File: config.mk
export PLATFORM = sky130hd
export DESIGN_NAME = acc_alu
export DESIGN_NICKNAME = d
export VERILOG_FILES = /design/src/rtl/acc_alu_pkg.sv /design/src/rtl/acc_alu_addsub.sv /design/src/rtl/acc_alu_muldiv.sv /design/src/rtl/acc_alu_bcd.sv /design/src/rtl/acc_alu_logic.sv /design/src/rtl/acc_alu.sv
export SDC_FILE = /design/constraint.sdc
export NUM_CORES = 1
export LEC_CHECK = 0
export ABC_AREA = 1
export BUFFER_PORTS_ARGS = -buffer_cell sky130_fd_sc_hd__clkbuf_2
export CORE_MARGIN = 2
export CORE_UTILIZATION = 55
export CTS_BUF_LIST = sky130_fd_sc_hd__clkbuf_16
export CTS_CLUSTER_SIZE = 8
export DETAILED_ROUTE_END_ITERATION = 8
export PLACE_DENSITY = 0.8
export SYNTH_ARGS = -nofsm -noshare
export SYNTH_HDL_FRONTEND = slang
export SYNTH_SLANG_ARGS = --single-unit
File: constraint.sdc
create_clock -name clk_i -period 1.2 [get_ports clk_i]
set_clock_uncertainty 0.1 [all_clocks]
set_input_delay 0.06 -clock clk_i [delete_from_list [all_inputs] [get_ports clk_i]]
set_output_delay 0.06 -clock clk_i [all_outputs]
set_load 0.005 [all_outputs]
File: src/rtl/acc_alu_pkg.sv
package acc_alu_pkg;
  localparam int DW      = 8;
  localparam int NW      = DW / 2;
  localparam int OPW     = 5;
  localparam int BCD_MAX = 9;

  typedef enum logic [OPW-1:0] {
    OP_ADD  = 5'd0,
    OP_ADDC = 5'd1,
    OP_SUBB = 5'd2,
    OP_INC  = 5'd3,
    OP_DEC  = 5'd4,
    OP_MUL  = 5'd5,
    OP_DIV  = 5'd6,
    OP_DA   = 5'd7,
    OP_AND  = 5'd8,
    OP_OR   = 5'd9,
    OP_XOR  = 5'd10,
    OP_CPL  = 5'd11,
    OP_CLR  = 5'd12,
    OP_RL   = 5'd13,
    OP_RR   = 5'd14,
    OP_RLC  = 5'd15,
    OP_RRC  = 5'd16,
    OP_SWAP = 5'd17
  } op_e;
endpackage

File: src/rtl/acc_alu_addsub.sv
module acc_alu_addsub
  import acc_alu_pkg::*;
(
  input  logic [DW-1:0] a_i,
  input  logic [DW-1:0] b_i,
  input  logic          cin_i,
  input  logic          sub_i,
  output logic [DW-1:0] res_o,
  output logic          cy_o,
  output logic          ac_o,
  output logic          ov_o
);
  logic [DW-1:0] bx;
  logic          cx;
  logic [NW:0]   lo_sum;
  logic [DW-1:0] mid_sum;
  logic [DW:0]   full_sum;
  logic          c3, c6, c7;

  // subtract as A + ~B + ~borrow; carries invert back into borrows
  assign bx = sub_i ? ~b_i : b_i;
  assign cx = sub_i ? ~cin_i : cin_i;

  assign lo_sum   = {1'b0, a_i[NW-1:0]} + {1'b0, bx[NW-1:0]} + {{NW{1'b0}}, cx};
  assign mid_sum  = {1'b0, a_i[DW-2:0]} + {1'b0, bx[DW-2:0]} + {{(DW-1){1'b0}}, cx};
  assign full_sum = {1'b0, a_i} + {1'b0, bx} + {{DW{1'b0}}, cx};

  assign c3 = lo_sum[NW];
  assign c6 = mid_sum[DW-1];
  assign c7 = full_sum[DW];

  assign res_o = full_sum[DW-1:0];
  assign cy_o  = sub_i ? ~c7 : c7;
  assign ac_o  = sub_i ? ~c3 : c3;
  assign ov_o  = c6 ^ c7;
endmodule

File: src/rtl/acc_alu_muldiv.sv
module acc_alu_muldiv
  import acc_alu_pkg::*;
(
  input  logic [DW-1:0] a_i,
  input  logic [DW-1:0] b_i,
  output logic [DW-1:0] mul_lo_o,
  output logic [DW-1:0] mul_hi_o,
  output logic          mul_ov_o,
  output logic [DW-1:0] quo_o,
  output logic [DW-1:0] rem_o,
  output logic          div_zero_o
);
  logic [2*DW-1:0] prod;

  assign prod     = {{DW{1'b0}}, a_i} * {{DW{1'b0}}, b_i};
  assign mul_lo_o = prod[DW-1:0];
  assign mul_hi_o = prod[2*DW-1:DW];
  assign mul_ov_o = |prod[2*DW-1:DW];

  assign div_zero_o = (b_i == '0);
  // zero divisor: hand back the operands untouched
  assign quo_o = div_zero_o ? a_i : a_i / b_i;
  assign rem_o = div_zero_o ? b_i : a_i % b_i;
endmodule

File: src/rtl/acc_alu_bcd.sv
module acc_alu_bcd
  import acc_alu_pkg::*;
(
  input  logic [DW-1:0] a_i,
  input  logic          cy_i,
  input  logic          ac_i,
  output logic [DW-1:0] res_o,
  output logic          cy_o
);
  localparam logic [DW:0] LO_FIX = (DW+1)'(6);
  localparam logic [DW:0] HI_FIX = (DW+1)'(6) << NW;

  logic          lo_big, hi_big, cy_mid;
  logic [DW:0]   s1, s2;

  assign lo_big = (a_i[NW-1:0] > NW'(BCD_MAX)) || ac_i;
  assign s1     = lo_big ? ({1'b0, a_i} + LO_FIX) : {1'b0, a_i};
  assign cy_mid = cy_i | s1[DW];
  assign hi_big = (s1[DW-1:NW] > NW'(BCD_MAX)) || cy_mid;
  assign s2     = hi_big ? ({1'b0, s1[DW-1:0]} + HI_FIX) : {1'b0, s1[DW-1:0]};

  assign res_o = s2[DW-1:0];
  assign cy_o  = cy_mid | s2[DW];
endmodule

File: src/rtl/acc_alu_logic.sv
module acc_alu_logic
  import acc_alu_pkg::*;
(
  input  op_e           op_i,
  input  logic [DW-1:0] a_i,
  input  logic [DW-1:0] b_i,
  input  logic          cy_i,
  output logic [DW-1:0] res_o,
  output logic          cy_o
);
  always_comb begin
    res_o = a_i;
    cy_o  = cy_i;
    case (op_i)
      OP_AND:  res_o = a_i & b_i;
      OP_OR:   res_o = a_i | b_i;
      OP_XOR:  res_o = a_i ^ b_i;
      OP_CPL:  res_o = ~a_i;
      OP_CLR:  res_o = '0;
      OP_RL:   res_o = {a_i[DW-2:0], a_i[DW-1]};
      OP_RR:   res_o = {a_i[0], a_i[DW-1:1]};
      OP_RLC: begin
        res_o = {a_i[DW-2:0], cy_i};
        cy_o  = a_i[DW-1];
      end
      OP_RRC: begin
        res_o = {cy_i, a_i[DW-1:1]};
        cy_o  = a_i[0];
      end
      OP_SWAP: res_o = {a_i[NW-1:0], a_i[DW-1:NW]};
      default: ;
    endcase
  end
endmodule

File: src/rtl/acc_alu.sv
module acc_alu
  import acc_alu_pkg::*;
(
  input  logic           clk_i,
  input  logic           rst_ni,
  input  logic           valid_i,
  input  logic [OPW-1:0] op_i,
  input  logic [DW-1:0]  acc_i,
  input  logic [DW-1:0]  opnd_i,
  input  logic [DW-1:0]  breg_i,
  input  logic           cy_i,
  input  logic           ac_i,
  input  logic           ov_i,
  output logic [DW-1:0]  acc_o,
  output logic [DW-1:0]  breg_o,
  output logic           cy_o,
  output logic           ac_o,
  output logic           ov_o
);
  op_e op;
  assign op = op_e'(op_i);

  logic [DW-1:0] as_res;
  logic          as_cy, as_ac, as_ov, as_sub, as_cin;
  logic [DW-1:0] mul_lo, mul_hi, quo, rem;
  logic          mul_ov, div_zero;
  logic [DW-1:0] da_res, lg_res;
  logic          da_cy, lg_cy;

  assign as_sub = (op == OP_SUBB);
  assign as_cin = (op == OP_ADD) ? 1'b0 : cy_i;

  acc_alu_addsub u_addsub (
    .a_i   (acc_i),
    .b_i   (opnd_i),
    .cin_i (as_cin),
    .sub_i (as_sub),
    .res_o (as_res),
    .cy_o  (as_cy),
    .ac_o  (as_ac),
    .ov_o  (as_ov)
  );

  acc_alu_muldiv u_muldiv (
    .a_i        (acc_i),
    .b_i        (breg_i),
    .mul_lo_o   (mul_lo),
    .mul_hi_o   (mul_hi),
    .mul_ov_o   (mul_ov),
    .quo_o      (quo),
    .rem_o      (rem),
    .div_zero_o (div_zero)
  );

  acc_alu_bcd u_bcd (
    .a_i   (acc_i),
    .cy_i  (cy_i),
    .ac_i  (ac_i),
    .res_o (da_res),
    .cy_o  (da_cy)
  );

  acc_alu_logic u_logic (
    .op_i  (op),
    .a_i   (acc_i),
    .b_i   (opnd_i),
    .cy_i  (cy_i),
    .res_o (lg_res),
    .cy_o  (lg_cy)
  );

  logic [DW-1:0] n_acc, n_b;
  logic          n_cy, n_ac, n_ov;

  always_comb begin
    n_acc = acc_i;
    n_b   = breg_i;
    n_cy  = cy_i;
    n_ac  = ac_i;
    n_ov  = ov_i;
    case (op)
      OP_ADD, OP_ADDC, OP_SUBB: begin
        n_acc = as_res;
        n_cy  = as_cy;
        n_ac  = as_ac;
        n_ov  = as_ov;
      end
      OP_INC: n_acc = acc_i + DW'(1);
      OP_DEC: n_acc = acc_i - DW'(1);
      OP_MUL: begin
        n_acc = mul_lo;
        n_b   = mul_hi;
        n_cy  = 1'b0;
        n_ov  = mul_ov;
      end
      OP_DIV: begin
        n_acc = quo;
        n_b   = rem;
        n_cy  = 1'b0;
        n_ov  = div_zero;
      end
      OP_DA: begin
        n_acc = da_res;
        n_cy  = da_cy;
      end
      OP_AND, OP_OR, OP_XOR, OP_CPL, OP_CLR,
      OP_RL, OP_RR, OP_RLC, OP_RRC, OP_SWAP: begin
        n_acc = lg_res;
        n_cy  = lg_cy;
      end
      default: ;
    endcase
  end

  always_ff @(posedge clk_i or negedge rst_ni) begin
    if (!rst_ni) begin
      acc_o  <= '0;
      breg_o <= '0;
      cy_o   <= 1'b0;
      ac_o   <= 1'b0;
      ov_o   <= 1'b0;
    end else if (valid_i) begin
      acc_o  <= n_acc;
      breg_o <= n_b;
      cy_o   <= n_cy;
      ac_o   <= n_ac;
      ov_o   <= n_ov;
    end
  end
endmodule

==> flow_summary.json, run 1 <==
{
  "ys_seq_area_share_pct": 6.726,
  "grt_max_degree": 20,
  "track_usage_pct": 91.57,
  "fp.dieW_um": 117.4,
  "first-error": "[ERROR GRT-0232] Routing congestion too high. Check the congestion heatmap in the GUI.",
  "place_area_um2": 9844,
  "synth_top_cell_by_area": "ha_1",
  "cts_buffers": 3,
  "syn-num-nets": 1261,
  "synth-edff-count": 0,
  "placementRows": 41,
  "fp.dieH_um": 117.4,
  "grt_overflow": 432,
  "clockRootBuffer": "clkbuf_16",
  "synth_top_area_share_pct": 19.12,
  "ys_ff_latch": 19,
  "avgSynthCellArea_um2": 6.558,
  "num_io_pins": 54,
  "ctsHtreeMaxLevel": 1,
  "synth_area_leaders": "ha_1 19%, nand2_1 14%, fa_1 11%, inv_1 10%, dfrtp_1 6.7%",
  "ys_warn_count": 0,
  "syn_area_um2": 7069,
  "globalplace.congestion": 0.9879,
  "lastStage": "5_1_grt",
  "synth_flop_cell": "dfrtp_1",
  "port_buffers": 53,
  "cts_sinks": 19,
  "postSynthCellCount": 1078,
  "async_reset_ff_share_pct": 100.0,
  "start_util_pct": 56.25,
  "status": "did not finish",
  "clock_path_buffers": 2,
  "dp_hpwl_um": 21260,
  "synthDistinctLibCells": 54
}
==> through the flow <==
stage / setup slack, ns / std cells / util [%]
CTS: -6.818 / 1597 / 89.82
detailed placement: -7.444 / 1541 / 78.33
global placement: -6.973 / 1541 / 78.33
floorplan: -6.513 / 1078 / -
==> cells in the mapped netlist (2+ instances only) <==
| cell | n |
|---|---|
| dfrtp_1 | 19 |
| o221ai_1 | 5 |
| inv_2 | 13 |
| nor2_4 | 4 |
| o21ai_2 | 6 |
| a22oi_1 | 5 |
| xor2_1 | 32 |
| or2_2 | 12 |
| o21bai_1 | 4 |
| nand4_1 | 8 |
| a31oi_1 | 9 |
| nand3_2 | 3 |
| o2111ai_1 | 6 |
| o21ai_0 | 39 |
| buf_6 | 5 |
| clkbuf_1 | 16 |
| nand3b_1 | 4 |
| a21oi_1 | 74 |
| nand2_1 | 260 |
| o211ai_1 | 4 |
| xnor2_1 | 9 |
| nor2_2 | 5 |
| buf_4 | 3 |
| inv_1 | 188 |
| fa_1 | 40 |
| nor3_1 | 16 |
| a21o_1 | 5 |
| nand2_2 | 7 |
| xor2_2 | 2 |
| o21ai_1 | 6 |
| a211oi_1 | 2 |
| ha_1 | 108 |
| and2_1 | 7 |
| o22ai_1 | 10 |
| nor2_1 | 64 |
| nor3_2 | 5 |
| nand3_1 | 56 |
==> cell families after synthesis <==
family / after synthesis / share of synthesized area (%)
adders and majority gates: 148 / 30.44
xor gates and xnor gates: 43 / 5.540
AOI/OAI and AO/OA: 185 / 15.81
and+or+nand+nor: 457 / 28.78
buffers and inverters: 226 / 12.71
DFF: 19 / 6.726
==> per-layer routing <==
| metal | GRT overflow | global-route usage (%) |
|---|---|---|
| met1 | 7 | 85.98 |
| met2 | 267 | 105.8 |
| met3 | 6 | 80.93 |
| met4 | 152 | 102.1 |
| met5 | 0 | 45.22 |
==> what timing repair did <==
action	4_1_cts
gates cloned	2
endpoints found under the hold margin	19
pin swaps	127
resized for setup	219
endpoints found under the setup margin	19
hold buffers	1
buffers inserted	50
==> run 2, diff against run 1 <==
--- a/config.mk
+++ b/config.mk
@@ -8,11 +8,9 @@
 export ABC_AREA = 1
 export BUFFER_PORTS_ARGS = -buffer_cell sky130_fd_sc_hd__clkbuf_2
 export CORE_MARGIN = 2
-export CORE_UTILIZATION = 55
-export CTS_BUF_LIST = sky130_fd_sc_hd__clkbuf_16
-export CTS_CLUSTER_SIZE = 8
+export CORE_UTILIZATION = 40
 export DETAILED_ROUTE_END_ITERATION = 8
-export PLACE_DENSITY = 0.8
+export PLACE_DENSITY_LB_ADDON = 0.15
 export SYNTH_ARGS = -nofsm -noshare
 export SYNTH_HDL_FRONTEND = slang
 export SYNTH_SLANG_ARGS = --single-unit
==> run 2 against run 1 <==
  * The flow now finishes, with violations (setup timing)
  * Area after synthesis is the same
  * Synthesized cell count did not move
==> flow_summary.json, run 2 <==
{
  "status": "complete, but fails checks",
  "violations": "setup timing",
  "final_common_cell": "buf_4",
  "async_reset_ff_share_pct": 100.0,
  "arrival_ns": 8.55,
  "diodes": 0,
  "rsz0062_at_grt": "yes",
  "grt_pass1_vias": 8684,
  "ctsHtreeMaxLevel": 1,
  "drive_gt1_share_pct": 49.66,
  "p_leak_nw": 6.368,
  "power_density_nw_per_um2": 1098,
  "slew_headroom_pct": 52.61,
  "syn_area_um2": 7069,
  "cap_violations": 0,
  "vias": 8960,
  "cp_slowest_cell": "ha_4",
  "ys_warn_count": 0,
  "cp-start-kind": "input port",
  "tritoncts": "yes",
  "area_growth_pct": 70.97,
  "postLayoutCoreUtil_pct": 69.88,
  "top_regs": "acc_o x8, breg_o x8",
  "clock_latency_ns": 0.26,
  "crit_fanout": 5,
  "cts_sinks": 19,
  "finalNetCount": 1652,
  "avgSynthCellArea_um2": 6.558,
  "syn-num-nets": 1261,
  "num_io_pins": 54,
  "slew_violations": 0,
  "synth_commonest_cells": "260 x nand2_1, 188 x inv_1, 108 x ha_1",
  "first_pass_iters": 5,
  "period_share_pct": 706.4,
  "drc": 0,
  "fp.dieH_um": 136.9,
  "synth_flop_cell": "dfrtp_1",
  "wirelength_um": 29400,
  "fin_crit_ns": 8.477,
  "path_class": "input port to flip-flop",
  "hp-class": "input port to flip-flop",
  "cts_buffers": 3,
  "synth_area_leaders": "ha_1 19%, nand2_1 14%, fa_1 11%, inv_1 10%, dfrtp_1 6.7%",
  "synth_top_cell_by_area": "ha_1",
  "drt-initial-drc-count": 805,
  "ys_seq_area_share_pct": 6.726,
  "layout_common_cells": "324 x buf_4, 187 x nand2_1, 159 x inv_1",
  "whs_ns": 0.02074,
  "antenna_found_initial": 0,
  "clk_pin_slew_worst_paths_ns": 0.06,
  "ys_ff_latch": 19,
  "setup_ws_ns": -7.277,
  "worst-r2r-cell-count": 3,
  "fin_tns_setup_ns": -95.28,
  "track_usage_pct": 29.82,
  "setup_viol": 19,
  "wl_per_cell_um": 17.37,
  "required_ns": 1.27,
  "grt_pass1_wl_um": 43930,
  "post_drt_via_cell_ratio": 5.292,
  "worst_slew_pin_slew_ns": 0.7054,
  "ant_nets": 0,
  "max_stage_delay_ns": 0.31,
  "synthDistinctLibCells": 54,
  "holdPathStages": 5,
  "fp.dieArea_um2": 18750,
  "globalplace.congestion": 0.9040,
  "yosysMostFrequentCell": "nand2_1",
  "finalHoldViolations": 0,
  "postSynthCellCount": 1078,
  "fmax_ghz": 0.1180,
  "port_buffers": 53,
  "core_um2": 17300,
  "regArea_um2": 475.5,
  "final_area_um2": 12090,
  "peakVddDrop_mv": 0.9901,
  "clock_path_buffers": 2,
  "grt_overflow": 0,
  "synth_top_area_share_pct": 19.12,
  "placementRows": 48,
  "n_fill_cell": 1359,
  "multiInputGateArea_um2": 7176,
  "clockRootBuffer": "clkbuf_16",
  "fp.dieW_um": 136.9,
  "crit_path_end_kind": "flip-flop",
  "place_area_um2": 10050,
  "dp_hpwl_um": 20850,
  "grt_max_degree": 20,
  "synth-edff-count": 0,
  "start_util_pct": 40.87,
  "p_total_mw": 13.27,
  "cp_common_cell": "ha_4"
}
==> run 2: cell counts after synthesis <==
Identical to the previous run, type by type.
==> run 2: worst paths after layout <==
check	start	end	slack [ns]
max in group asynchronous	rst_ni	acc_o[1]	0.44
min reg2reg	acc_o[5]	acc_o[5]	0.39
max	breg_i[0]	breg_o[2]	-7.28
min in group asynchronous	rst_ni	acc_o[0]	0.21
min	ov_i	ov_o	0.02
max reg2reg	breg_o[6]	breg_o[6]	0.24
==> run 2: final cells by class <==
| class | count | share of cell area, % |
|---|---|---|
| Clock inverter | 1 | 0.06211 |
| Clock buffer | 3 | 0.6211 |
| Inverter | 201 | 6.605 |
| Multi-Input combinational cell | 833 | 59.37 |
| Tap cell | 225 | 2.329 |
| Timing Repair Buffer | 409 | 26.96 |
| Sequential cell | 19 | 3.934 |
| Timing Repair inverter | 2 | 0.1242 |
==> run 2: cell families after synthesis <==
kind of cell | count (synthesis) | synth area share, %
XOR/XNOR | 43 | 5.540
AND/OR/NAND/NOR | 457 | 28.78
flip-flops | 19 | 6.726
adder cells (fa/ha/maj) | 148 | 30.44
AO/OA/AOI/OAI | 185 | 15.81
buffers and inverters | 226 | 12.71
==> run 2: where the power goes <==
part	total [mW]	internal [mW]	switching [mW]	leakage [nW]
clock	0.730	0.452	0.278	0.0371
sequential	0.795	0.727	0.0682	0.220
combinational	11.7	5.98	5.77	6.11
total	13.3	7.16	6.11	6.37
==> run 2: metrics by stage <==
step	cells	setup WS, ns
finish	1693	-7.277
floorplan	1078	-6.513
global placement	1611	-7.089
global route	1693	-7.679
CTS	1653	-6.664
detailed placement	1611	-7.267
==> run 2: routing by layer <==
metal  GRT usage (%)  wire length, um
met3           2.667             1728
met4           7.045              983
met5               0                0
met2           50.80            14100
met1           40.66            12600
==> run 2: timing repair <==
item | CTS | global route
buffers inserted | 36 | 44
gates cloned | 2 | 0
gates resized for setup | 174 | 148
pin swaps | 119 | 130
hold buffers | 1 | 0
endpoints found under the hold margin | 19 | 0
endpoints found under the setup margin | 19 | 19
==> run 2: critical path: cells and delay by family <==
| kind | cells | cell delay, ns |
|---|---|---|
| AOI/OAI and AO/OA | 11 | 1.52 |
| xor gates and xnor gates | 2 | 0.42 |
| adders and majority gates | 8 | 2.12 |
| buffers and inverters | 9 | 1.06 |
| and+or+nand+nor | 28 | 3.34 |
No activity file was read; power rests on OpenSTA's default activity.
==> run 3, diff against run 2 <==
--- a/config.mk
+++ b/config.mk
@@ -11,6 +11,8 @@
 export CORE_UTILIZATION = 40
 export DETAILED_ROUTE_END_ITERATION = 8
 export PLACE_DENSITY_LB_ADDON = 0.15
+export REMOVE_ABC_BUFFERS = 1
+export SETUP_SLACK_MARGIN = 0.4
 export SYNTH_ARGS = -nofsm -noshare
 export SYNTH_HDL_FRONTEND = slang
 export SYNTH_SLANG_ARGS = --single-unit
==> run 3 against run 2 <==
  * The run still ends with setup timing left
  * Clock power shrank 2%
  * Core utilization grew 1.4 points
  * Cell count rose by 2.0%
  * Sequential cell count is the same
  * First-iteration DRC count shrank 47%
  * Global-route usage fell by 0.23 points
  * Register-to-register slack is essentially flat
  * Cell area grew 2.1%
  * Critical path depth is 12 higher
  * Sequential share of layout area shrank 0.080 points
  * Wire length up 5.5%
  * Critical path type unchanged
  * Critical endpoint is now breg_o[5]
==> flow_summary.json, run 3 (synthesized netlist as in run 2, its figures left out) <==
{
  "status": "complete, but fails checks",
  "violations": "setup timing",
  "top_regs": "acc_o x8, breg_o x8",
  "fp.dieH_um": 136.9,
  "fmax_ghz": 0.1197,
  "drive_gt1_share_pct": 50.07,
  "cts_buffers": 3,
  "grt_max_degree": 20,
  "p_leak_nw": 6.521,
  "period_share_pct": 696.4,
  "clock_latency_ns": 0.25,
  "diodes": 0,
  "finalNetCount": 1686,
  "port_buffers": 53,
  "rsz0062_at_grt": "yes",
  "cp_common_cell": "nand2_2",
  "cp_slowest_cell": "ha_4",
  "hp-class": "input port to flip-flop",
  "first_pass_iters": 5,
  "crit_path_end_kind": "flip-flop",
  "arrival_ns": 8.40,
  "cp-start-kind": "input port",
  "clockRootBuffer": "clkbuf_16",
  "globalplace.congestion": 0.9663,
  "ant_nets": 0,
  "track_usage_pct": 29.59,
  "p_total_mw": 12.71,
  "antenna_found_initial": 0,
  "drt-initial-drc-count": 424,
  "power_density_nw_per_um2": 1030,
  "holdPathStages": 5,
  "whs_ns": 0.07014,
  "cts_sinks": 19,
  "vias": 9082,
  "grt_overflow": 0,
  "clk_pin_slew_worst_paths_ns": 0.06,
  "clock_path_buffers": 2,
  "setup_viol": 19,
  "num_io_pins": 54,
  "required_ns": 1.25,
  "dp_hpwl_um": 20150,
  "crit_fanout": 8,
  "tritoncts": "yes",
  "wl_per_cell_um": 17.96,
  "peakVddDrop_mv": 0.7317,
  "ctsHtreeMaxLevel": 1,
  "setup_ws_ns": -7.157,
  "fin_crit_ns": 8.357,
  "area_growth_pct": 74.51,
  "cap_violations": 0,
  "placementRows": 48,
  "post_drt_via_cell_ratio": 5.259,
  "grt_pass1_wl_um": 43820,
  "grt_pass1_vias": 8931,
  "max_stage_delay_ns": 0.31,
  "drc": 0,
  "fp.dieArea_um2": 18750,
  "start_util_pct": 40.87,
  "core_um2": 17300,
  "postLayoutCoreUtil_pct": 71.33,
  "worst_slew_pin_slew_ns": 0.8303,
  "slew_headroom_pct": 44.22,
  "slew_violations": 0,
  "finalHoldViolations": 0,
  "fp.dieW_um": 136.9,
  "path_class": "input port to flip-flop",
  "layout_common_cells": "350 x buf_4, 193 x nand2_1, 167 x inv_1",
  "final_common_cell": "buf_4",
  "wirelength_um": 31020,
  "worst-r2r-cell-count": 3
}
## run 3: cell types whose count changed in the layout (fill, tap and decap cells not counted), sizes merged
cell	previous run	this run
inv	200	199
clkbuf	50	42
clkinv	0	3
clkinvlp	4	0
buf	361	405
## run 3: critical path, delay by kind of cell
family                   cells  cell delay (ns)
AO/OA/AOI/OAI                8             0.82
XOR/XNOR                     1             0.20
adder cells (fa/ha/maj)      7             1.94
buffers and inverters       21             2.16
AND/OR/NAND/NOR             33             3.22
## run 3: path summary, 6_finish.rpt
kind / start / end / slack (ns)
worst max-delay path: breg_i[0] / breg_o[5] / -7.16
worst min-delay path: ov_i / ov_o / 0.07
worst max register to register: breg_o[6] / breg_o[6] / 0.24
worst min register to register: acc_o[2] / acc_o[2] / 0.37
max in group asynchronous: rst_ni / ac_o / 0.60
min in group asynchronous: rst_ni / acc_o[3] / 0.17
## run 3: repair_timing
action                                  in CTS  in global routing
gates resized for setup                    289                144
pin swaps                                  138                108
setup buffers                               94                 18
endpoints found under the hold margin       19                  0
endpoints found under the setup margin      38                 57
hold buffers                                 1                  0
## run 3: final cells by class
class / count / area, um2
multi-input cells: 833 / 7168
fillers: 1353 / 4960
repair buffers: 445 / 3535
inverters: 201 / 797.0
flip-flops and latches: 19 / 475.5
well taps: 225 / 281.5
clock buffers: 3 / 75.07
clock inverters: 1 / 5.005
## run 3: per-stage QoR
| stage | instances | setup slack, ns | setup TNS [ns] | instance area, um2 |
|---|---|---|---|---|
| final | 1727 | -7.157 | -93.39 | 12340 |
| after global routing | 1727 | -7.523 | -99.07 | 12340 |
| after CTS | 1709 | -6.572 | -87.19 | 11620 |
| after detailed placement | 1610 | -8.000 | -106.95 | 9579 |
| after global placement | 1610 | -7.709 | -103.26 | 9579 |
| after floorplan | 1053 | -7.227 | -92.36 | 6925 |
## run 3: where the power goes
group	total, mW	internal (mW)	switching (mW)
registers	0.783	0.727	0.0560
logic	11.2	5.58	5.64
clock network	0.712	0.448	0.265
total	12.7	6.75	5.96
## run 3: metal layers
layer | part of all wire (%) | global-route usage (%) | wire length, um | vias up
met5 | 0 | 0 | 0 | -
met4 | 5.5 | 12.08 | 1693 | 0
met3 | 4.5 | 1.593 | 1387 | 116
met2 | 51 | 55.14 | 15730 | 298
met1 | 39 | 35.11 | 12210 | 4330
li1 | - | - | - | 4338
==> run 4, diff against run 3 <==
--- a/config.mk
+++ b/config.mk
@@ -7,8 +7,10 @@
 export LEC_CHECK = 0
 export ABC_AREA = 1
 export BUFFER_PORTS_ARGS = -buffer_cell sky130_fd_sc_hd__clkbuf_2
+export CAP_MARGIN = 5
 export CORE_MARGIN = 2
 export CORE_UTILIZATION = 40
+export CTS_BUF_LIST = sky130_fd_sc_hd__clkbuf_4 sky130_fd_sc_hd__clkbuf_8
 export DETAILED_ROUTE_END_ITERATION = 8
 export PLACE_DENSITY_LB_ADDON = 0.15
 export REMOVE_ABC_BUFFERS = 1
==> constraint.sdc (replaced) <==
create_clock -name clk_i -period 1.2 [get_ports clk_i]
set_clock_uncertainty 0.1 [all_clocks]
set_input_delay 0.12 -clock clk_i [delete_from_list [all_inputs] [get_ports clk_i]]
set_output_delay 0.12 -clock clk_i [all_outputs]
set_load 0.005 [all_outputs]
==> run 4 against run 3 <==
  * Critical path type unchanged
  * The flow finishes with violations (hold timing, setup timing)
  * First-iteration DRC count grew 23%
  * Non-clock buffer count grew 8
  * Largest cell class unchanged
  * Global-route usage shrank 0.38 points
==> flow_summary.json, run 4 (synthesized netlist as in run 2, its figures left out) <==
{
  "grt_pass1_vias": 8759,
  "final_common_cell": "buf_4",
  "dp_hpwl_um": 20180,
  "wirelength_um": 29650,
  "final_cells": 1736,
  "worst_slew_pin_slew_ns": 0.8683,
  "fin_crit_ns": 8.389,
  "area_growth_pct": 76.18,
  "place_ws_ns": -8.030,
  "rsz0062_at_grt": "yes",
  "core_um2": 17300,
  "finalNetCount": 1695,
  "finalHoldViolations": 19,
  "arrival_ns": 8.44,
  "fp.dieArea_um2": 18750,
  "crit_path_end_kind": "flip-flop",
  "cts_sinks": 19,
  "layout_common_cells": "352 x buf_4, 193 x nand2_1, 162 x inv_1",
  "fp.dieH_um": 136.9,
  "hp-class": "input port to asynchronous set/reset pin",
  "post_drt_via_cell_ratio": 5.179,
  "crit_fanout": 8,
  "whs_ns": -0.2862,
  "setup_viol": 19,
  "drive_gt1_share_pct": 50.56,
  "grt_overflow": 0,
  "peakVddDrop_mv": 0.8797,
  "fmax_ghz": 0.1192,
  "final_area_um2": 12450,
  "p_leak_nw": 6.600,
  "grt_pass1_wl_um": 43200,
  "cap_violations": 0,
  "violations": "hold timing, setup timing",
  "period_share_pct": 699.1,
  "dp.cells": 1610,
  "clockRootBuffer": "clkbuf_8",
  "clk_pin_slew_worst_paths_ns": 0.08,
  "start_util_pct": 40.87,
  "tritoncts": "yes",
  "first_pass_iters": 5,
  "antenna_found_initial": 0,
  "cp_slowest_cell": "ha_4",
  "cp_common_cell": "nand2_2",
  "track_usage_pct": 29.20,
  "max_stage_delay_ns": 0.29,
  "fp.dieW_um": 136.9,
  "fin_tns_setup_ns": -94.21,
  "cp-start-kind": "input port",
  "vias": 8991,
  "drt-initial-drc-count": 523,
  "drc": 0,
  "top_regs": "acc_o x8, breg_o x8",
  "ant_nets": 0,
  "placementRows": 48,
  "port_buffers": 53,
  "clock_latency_ns": 0.26,
  "setup_ws_ns": -7.189,
  "slew_violations": 0,
  "diodes": 0,
  "slew_headroom_pct": 41.67,
  "p_total_mw": 12.85,
  "n_fill_cell": 1350,
  "grt_max_degree": 20,
  "ctsHtreeMaxLevel": 1,
  "power_density_nw_per_um2": 1032,
  "place_area_um2": 9579,
  "globalplace.congestion": 0.9663,
  "num_io_pins": 54,
  "wl_per_cell_um": 17.08,
  "required_ns": 1.25,
  "status": "complete, but fails checks",
  "clock_path_buffers": 2,
  "path_class": "input port to flip-flop",
  "cts_buffers": 3
}
## run 4: report_power, final
group | leakage (nW) | switching, mW | internal, mW
combinational | 6.35 | 5.66 | 5.94
clock | 0.0255 | 0.230 | 0.231
sequential | 0.220 | 0.0564 | 0.726
## run 4: final cells by class
cell class / count / area, um2 / share of cell area, %
Sequential cell: 19 / 475.5 / 3.818
Timing Repair Buffer: 453 / 3699 / 29.70
Multi-Input combinational cell: 833 / 7156 / 57.45
Inverter: 201 / 789.5 / 6.339
Clock buffer: 3 / 41.29 / 0.3315
Timing Repair inverter: 1 / 7.507 / 0.06028
Tap cell: 225 / 281.5 / 2.260
Clock inverter: 1 / 5.005 / 0.04018
## run 4: through the flow
step | utilization, % | hold slack, ns
floorplan | - | -0.2756
global placement | 55.38 | 0.009288
detailed placement | 55.38 | 0.005530
CTS | 65.99 | -0.2754
global route | 72.01 | -0.2582
finish | 72.01 | -0.2862
## run 4: layer usage
metal / track usage [%] / up-vias / routed length, um / part of all wire [%]
li1: - / 4366 / - / -
met5: 0 / - / 0 / 0
met4: 9.450 / 0 / 1302 / 4.4
met1: 35.47 / 4269 / 11710 / 39
met2: 55.33 / 275 / 15330 / 52
met3: 0.6296 / 81 / 1311 / 4.4
## run 4: path summary, 6_finish.rpt
kind / startpoint / endpoint / slack, ns / cells after the start
max: breg_i[0] / breg_o[4] / -7.19 / 62
min: rst_ni / acc_o[0] / -0.29 / 1
max reg2reg: breg_o[6] / breg_o[6] / 0.24 / 3
min reg2reg: acc_o[2] / acc_o[2] / 0.38 / 2
max in group asynchronous: rst_ni / breg_o[7] / 0.94 / 1
min in group clk_i: ov_i / ov_o / 0.14 / 5
## run 4: worst max-delay path, delay by kind of cell
kind / cells / cell delay (ns)
and+or+nand+nor: 31 / 3.40
AOI/OAI and AO/OA: 11 / 1.60
buffers and inverters: 12 / 1.19
adders and majority gates: 8 / 2.13
## run 4: timing repair
item,4_1_cts,5_1_grt
resized for setup,268,190
gates cloned,1,0
pin swaps,114,148
hold endpoints to repair,19,19
buffers inserted,84,37
endpoints found under the setup margin,38,38
